## src/rtl/bl_pkg.sv

```systemverilog
package bl_pkg;

    localparam int BL_ADDR_W    = 32;
    localparam int BL_GRAN_LOG2 = 4;
    localparam int BL_MASTERS   = 4;

    typedef enum logic [1:0] {
        LK_IDLE = 2'd0,
        LK_PEND = 2'd1,
        LK_HELD = 2'd2
    } lk_state_e;

    function automatic logic [BL_MASTERS-1:0] id_to_onehot(input int unsigned id);
        logic [BL_MASTERS-1:0] v;
        v = '0;
        v[id] = 1'b1;
        return v;
    endfunction

endpackage

```

## src/rtl/bl_region_match.sv

```systemverilog
module bl_region_match #(
    parameter int REG_W = 28
) (
    input  logic [REG_W-1:0] probe,
    input  logic [REG_W-1:0] locked,
    output logic             hit
);
    always_comb hit = (probe == locked);
endmodule

```

## src/rtl/bl_lock_fsm.sv

```systemverilog
module bl_lock_fsm
    import bl_pkg::*;
#(
    parameter int ID_W  = 2,
    parameter int REG_W = 28
) (
    input  logic             clk,
    input  logic             rst,
    input  logic             txn_start,
    input  logic             txn_done,
    input  logic             txn_down,
    input  logic             lock_sig,
    input  logic             bus_idle,
    input  logic [ID_W-1:0]  txn_id,
    input  logic [REG_W-1:0] txn_region,
    input  logic             region_hit,
    output logic             held,
    output logic [ID_W-1:0]  owner,
    output logic [REG_W-1:0] region,
    output logic             retry,
    output logic             post_en
);
    typedef struct packed {
        lk_state_e        st;
        logic [ID_W-1:0]  own;
        logic [REG_W-1:0] reg_q;
        logic             rty;
    } lk_ctx_t;

    lk_ctx_t cur, nxt;

    always_comb begin
        nxt     = cur;
        nxt.rty = 1'b0;
        unique case (cur.st)
            LK_IDLE: begin
                if (txn_start && txn_down && !lock_sig) begin
                    nxt.st    = LK_PEND;
                    nxt.own   = txn_id;
                    nxt.reg_q = txn_region;
                end
            end
            LK_PEND: begin
                if (txn_done) begin
                    if (lock_sig) begin
                        nxt.st = LK_HELD;
                    end else begin
                        nxt.st    = LK_IDLE;
                        nxt.own   = '0;
                        nxt.reg_q = '0;
                    end
                end
            end
            LK_HELD: begin
                nxt.rty = txn_start && txn_down && (txn_id != cur.own) && region_hit;
                if (!lock_sig && bus_idle) begin
                    nxt.st    = LK_IDLE;
                    nxt.own   = '0;
                    nxt.reg_q = '0;
                end
            end
            default: begin
                nxt.st    = LK_IDLE;
                nxt.own   = '0;
                nxt.reg_q = '0;
            end
        endcase
    end

    always_ff @(posedge clk) begin
        if (rst) begin
            cur.st    <= LK_IDLE;
            cur.own   <= '0;
            cur.reg_q <= '0;
            cur.rty   <= 1'b0;
        end else begin
            cur <= nxt;
        end
    end

    always_comb begin
        held    = (cur.st == LK_HELD);
        owner   = (cur.st == LK_HELD) ? cur.own : '0;
        region  = (cur.st == LK_HELD) ? cur.reg_q : '0;
        retry   = cur.rty;
        post_en = (cur.st != LK_HELD);
    end

    assert_take_needs_lock_R2: assert property (@(posedge clk) disable iff (rst)
        $rose(held) |-> $past(lock_sig && txn_done));

    assert_release_needs_idle_R5: assert property (@(posedge clk) disable iff (rst)
        $fell(held) |-> $past(!lock_sig && bus_idle));

    assert_retry_from_lock_R6: assert property (@(posedge clk) disable iff (rst)
        retry |-> $past(held && txn_start && txn_down));

    assert_retry_keeps_owner_R6: assert property (@(posedge clk) disable iff (rst)
        (retry && held) |-> ($stable(owner) && $stable(region)));

    assert_upstream_no_retry_R7: assert property (@(posedge clk) disable iff (rst)
        $past(!txn_down) |-> !retry);

    assert_reset_state_R11: assert property (@(posedge clk)
        $past(rst) |-> (!held && !retry && post_en));
endmodule

```

## src/rtl/bl_arbiter.sv

```systemverilog
module bl_arbiter #(
    parameter int N_MASTERS = 4,
    parameter int ID_W      = 2
) (
    input  logic                 clk,
    input  logic                 rst,
    input  logic [N_MASTERS-1:0] req,
    input  logic [N_MASTERS-1:0] wb_req,
    input  logic                 full_mode,
    input  logic                 lock_held,
    input  logic [ID_W-1:0]      owner,
    output logic [N_MASTERS-1:0] grant
);
    logic [N_MASTERS-1:0] owner_oh;
    logic [N_MASTERS-1:0] eligible;
    logic [N_MASTERS:0]   taken;

    always_comb begin
        owner_oh = '0;
        owner_oh[owner] = 1'b1;
    end

    always_comb begin
        if (full_mode && lock_held)
            eligible = req & (owner_oh | wb_req);
        else
            eligible = req;
    end

    assign taken[0] = 1'b0;
    for (genvar i = 0; i < N_MASTERS; i++) begin : g_prio
        assign grant[i]   = eligible[i] && !taken[i];
        assign taken[i+1] = taken[i] || eligible[i];
    end

    assert_grant_onehot_R8: assert property (@(posedge clk) disable iff (rst)
        $onehot0(grant));

    assert_grant_needs_req_R8: assert property (@(posedge clk) disable iff (rst)
        (grant & ~req) == '0);

    assert_full_lock_owner_R9: assert property (@(posedge clk) disable iff (rst)
        (full_mode && lock_held) |-> ((grant & ~(owner_oh | wb_req)) == '0));

    assert_writeback_served_R10: assert property (@(posedge clk) disable iff (rst)
        (full_mode && lock_held && (req & wb_req) != '0) |-> (grant != '0));
endmodule

```

## src/rtl/bus_lock_tracker.sv

```systemverilog
module bus_lock_tracker
    import bl_pkg::*;
#(
    parameter int ADDR_W    = BL_ADDR_W,
    parameter int GRAN_LOG2 = BL_GRAN_LOG2,
    parameter int N_MASTERS = BL_MASTERS,
    localparam int ID_W     = $clog2(N_MASTERS),
    localparam int REG_W    = ADDR_W - GRAN_LOG2
) (
    input  logic                 clk,
    input  logic                 rst,
    input  logic                 txn_start,
    input  logic                 txn_done,
    input  logic [ADDR_W-1:0]    txn_addr,
    input  logic [ID_W-1:0]      txn_master,
    input  logic                 txn_down,
    input  logic                 lock_sig,
    input  logic                 bus_idle,
    input  logic                 full_lock_mode,
    input  logic [N_MASTERS-1:0] bus_req,
    input  logic [N_MASTERS-1:0] wb_req,
    output logic [N_MASTERS-1:0] bus_grant,
    output logic                 retry,
    output logic                 post_en,
    output logic                 lock_held,
    output logic [ID_W-1:0]      lock_owner,
    output logic [REG_W-1:0]     lock_region
);
    logic [REG_W-1:0] txn_region;
    logic             region_hit;

    assign txn_region = txn_addr[ADDR_W-1:GRAN_LOG2];

    bl_region_match #(.REG_W(REG_W)) i_match (
        .probe  (txn_region),
        .locked (lock_region),
        .hit    (region_hit)
    );

    bl_lock_fsm #(.ID_W(ID_W), .REG_W(REG_W)) i_fsm (
        .clk        (clk),
        .rst        (rst),
        .txn_start  (txn_start),
        .txn_done   (txn_done),
        .txn_down   (txn_down),
        .lock_sig   (lock_sig),
        .bus_idle   (bus_idle),
        .txn_id     (txn_master),
        .txn_region (txn_region),
        .region_hit (region_hit),
        .held       (lock_held),
        .owner      (lock_owner),
        .region     (lock_region),
        .retry      (retry),
        .post_en    (post_en)
    );

    bl_arbiter #(.N_MASTERS(N_MASTERS), .ID_W(ID_W)) i_arb (
        .clk       (clk),
        .rst       (rst),
        .req       (bus_req),
        .wb_req    (wb_req),
        .full_mode (full_lock_mode),
        .lock_held (lock_held),
        .owner     (lock_owner),
        .grant     (bus_grant)
    );

    assert_post_off_when_held_R4: assert property (@(posedge clk) disable iff (rst)
        lock_held |-> !post_en);

    assert_retry_not_owner_R3: assert property (@(posedge clk) disable iff (rst)
        (retry && lock_held) |-> ($past(txn_master) != lock_owner));
endmodule

```

## config.mk

```make
export PLATFORM = sky130hd
export DESIGN_NAME = bus_lock_tracker
export DESIGN_NICKNAME = d
export VERILOG_FILES = /design/src/rtl/bl_pkg.sv /design/src/rtl/bl_region_match.sv /design/src/rtl/bl_lock_fsm.sv /design/src/rtl/bl_arbiter.sv /design/src/rtl/bus_lock_tracker.sv
export SDC_FILE = /design/constraint.sdc
export NUM_CORES = 1
export LEC_CHECK = 0
export CAP_MARGIN = 20
export CORE_MARGIN = 5
export CORE_UTILIZATION = 41
export CTS_BUF_LIST = sky130_fd_sc_hd__clkbuf_8
export CTS_CLUSTER_DIAMETER = 50
export DETAILED_ROUTE_END_ITERATION = 6
export PLACE_DENSITY = 0.79
export SYNTH_ARGS = -nofsm -noshare
export SYNTH_HDL_FRONTEND = slang
export SYNTH_HIERARCHICAL = 1
export SYNTH_SLANG_ARGS = --single-unit
```

## constraint.sdc

```tcl
create_clock -name clk -period 1.8 [get_ports clk]
set_input_delay 0.18 -clock clk [delete_from_list [all_inputs] [get_ports clk]]
set_output_delay 0.18 -clock clk [all_outputs]
set_load 0.02 [all_outputs]
```

==> results.json <==
{
  "ctsHoldBuffers": 0,
  "stdcell_count": 464,
  "path_delay_family": "simple AND/OR/NAND/NOR gates",
  "cts.sinks": 33,
  "grt_max_degree": 33,
  "grt_use_total_pct": 21.21,
  "cts_root_buf": "clkbuf_8",
  "die_x_um": 83.35,
  "cp_num_cells": 9,
  "syn_inst": 279,
  "syn_area_per_cell_um2": 7.906,
  "hold_path_class": "reg2reg",
  "drive_gt1_share_pct": 29.95,
  "synthMuxAreaShare_pct": 0,
  "synth_area_mm2": 0.002206,
  "crit_type": "reg2reg",
  "setup_slack_ns": -0.3348,
  "synth_top_family_by_area": "simple AND/OR/NAND/NOR gates",
  "synthSimpleGateAreaFrac_pct": 36.07,
  "worstMarginPinSlew_ns": 0.3581,
  "synth.distinct_cells": 30,
  "cpPeakStageDelay_ns": 0.36,
  "finalCriticalPeriod_ns": 2.135,
  "powerDensity_mw_per_mm2": 542.7,
  "firstDrtPassIters": 4,
  "synth_top_area_share_pct": 29.95,
  "wl_per_cell_um": 16.87,
  "failed_checks": "negative setup slack",
  "reg2regPathDepth": 9,
  "drc": 0,
  "synth_area_leaders": "dfxtp_1 30%, nand3_1 20%, o2111ai_1 12%",
  "ys_warn_count": 6,
  "drtIter0Drc": 370,
  "start_util_pct": 42.65,
  "slew_violations": 0,
  "synthXorXnorAreaFrac_pct": 11.91,
  "num_rows": 26,
  "grt_pass1_vias": 2530,
  "n_antenna_cell": 0,
  "cts_buffers": 5,
  "cpMaxStageDelayCell": "nor4_2",
  "port-buffer-count": 82,
  "crit_path_end": "i_fsm/retry",
  "r2r_setup_slack_ns": -0.33,
  "timing.rr.start": "i_fsm/cur[32]",
  "worstSetupEndpointType": "register",
  "crit_buf_inv": 1,
  "p_leak_nw": 1.531,
  "clk-insertion-delay-late_ns": 0.28,
  "path_clk_slew_ns": 0.07,
  "die_h_um": 83.35,
  "yosys.area.top_type": "dfxtp_1",
  "skew_ns": 0.006310,
  "antenna_found_initial": 0,
  "critical_path_required_ns": 1.99,
  "cp_max_fo": 11,
  "syn-num-nets": 329,
  "die_area_mm2": 0.006947,
  "area_growth_syn_to_layout_pct": 56.32,
  "cts_tree": "done",
  "grt_pass1_wl_um": 12400,
  "drt_wl_total_um": 7827,
  "yosysSeqAreaShare_pct": 29.95,
  "finalSetupViolCount": 4,
  "gp_congestion": 0.8383,
  "finalNetCount": 444,
  "ys_seq_elements": 33,
  "max_freq_ghz": 0.4684,
  "maxCapViolations": 0,
  "rsz0062_at_grt": "yes",
  "cp-start-kind": "register",
  "hold_viol": 0,
  "drtAntennaViolNets": 0,
  "overflow": 0,
  "relSlewSlack_pct": 75.88,
  "placed_cells": 452,
  "run_status": "complete, but fails checks",
  "synth-compound-area-share_pct": 15.77,
  "fin_crit_sh_pct": 118.6,
  "final_util_pct": 66.67,
  "hold_ws_ns": 0.4970,
  "crit_arrival_ns": 2.32,
  "synth_fa_ha_area_share_pct": 0,
  "crit_chain": "nor2b_4 > buf_4 > and2_2 > xor2_1 > nor4_2 > nand4_1 > nor4_2 > nand4_1 > a211oi_1",
  "cts_buffer_depth": 2,
  "vias": 2696,
  "finalPower_w": 0.001872,
  "vias_per_cell": 5.810,
  "cp-startpoint": "i_fsm/cur[32]",
  "ios": 87,
  "dp_hpwl_um": 5466,
  "rr_endpoint": "i_fsm/retry",
  "core_area_mm2": 0.005172,
  "htreeDepth": 2,
  "ir_drop_uv": 401.5
}
## flip-flops by register name, summed over array words and instances, names as in the netlist
name / count
i_fsm/cur: 32
i_fsm/retry: 1
## layout by cell type, fill, tap and decap left out, drive strengths merged, types with 2 or more instances in the layout
master          n
nand3          90
xor2           16
nand4           5
o31a            2
buf            59
nor4            5
nand2           3
nor2            2
o2111ai        30
clkbuf         34
nor2b           4
dfxtp          33
dlymetal6s2s    3
xnor2          14
a211oi          3
and2           30
clkdlybuf4s50  46
inv             3
## what timing repair did
item,in CTS,in global routing
endpoints found under the hold margin,0,0
resized for setup,56,60
endpoints found under the setup margin,35,36
buffers inserted,0,5
pin swaps,8,5
## report_power, final
part           internal [W]  leakage, nW  switching [W]
Sequential         0.000775        0.269      0.0000289
Combinational      0.000247         1.21       0.000268
Clock              0.000298       0.0485       0.000255
## logic make-up (layout without fill, tap and decap cells)
kind of cell	count (synthesis)	after routing
compound gates	41	41
xor+xnor	30	30
flops	33	33
simple gates	144	144
buf+inv	31	146
## metrics by stage
stage	worst slack [ns]	TNS [ns]	area [um2]
after floorplan	-0.1241	-0.3472	2256
after global placement	-0.3552	-1.171	3438
after detailed placement	-0.4357	-1.502	3438
after CTS	-0.2505	-0.6534	3497
after global routing	-0.3997	-1.579	3448
final	-0.3348	-1.107	3448
## worst min path at each step
stage	from	to	slack, ns	cells past startpoint
finish	i_fsm/cur[2]	i_fsm/cur[2]	0.50	2
global route	i_fsm/cur[17]	i_fsm/cur[17]	0.52	2
CTS	i_fsm/cur[5]	i_fsm/cur[5]	0.50	2
detailed placement	i_fsm/cur[5]	i_fsm/cur[5]	0.49	2
global placement	i_fsm/cur[1]	i_fsm/cur[1]	0.48	2
floorplan	txn_addr[13]	i_fsm/cur[10]	0.31	2
## cell usage after synthesis (all sizes together)
library cell and instances:
o21a 1, a21o 1, o2111ai 30, dfxtp 33, xor2 16, a211oi 3
o211ai 1, inv 2, nor4b 1, o21ai 1, a21oi 1, and2b 1
o31a 2, nand4 5, nand2 3, nor4 5, xnor2 14, and2 30
nor4bb 1, o31ai 1, nor2b 4, clkbuf 17, buf 12, nor3 1
nand3b 1, nor2 2, nand3 90
## worst reg2reg max path, delay by kind of cell, from the launching register on
family	cells	cell delay [ns]
AO/OA/AOI/OAI	1	0.19
XOR/XNOR	1	0.16
buffers and inverters	1	0.17
flip-flops	1	0.32
AND/OR/NAND/NOR	6	1.21
## per-layer routing
layer | share of wire (%) | track usage (%) | up-vias | wire length [um]
met5 | 0 | 0 | - | 0
met4 | 1.4 | 5.944 | 0 | 112
met2 | 51 | 36.81 | 133 | 3976
met3 | 6.3 | 3.465 | 12 | 495
met1 | 41 | 26.94 | 1276 | 3243
li1 | - | - | 1275 | -
## area by class of cell
cell class,instances,area [um2]
fill,414,1724
multi-input combinational,215,1486
timing repair buffer,137,1117
sequential,33,663.1
tap,70,87.58
clock buffer,6,82.58
inverter,2,7.507
clock inverter,1,3.754
(Power assumes the default switching activity.)
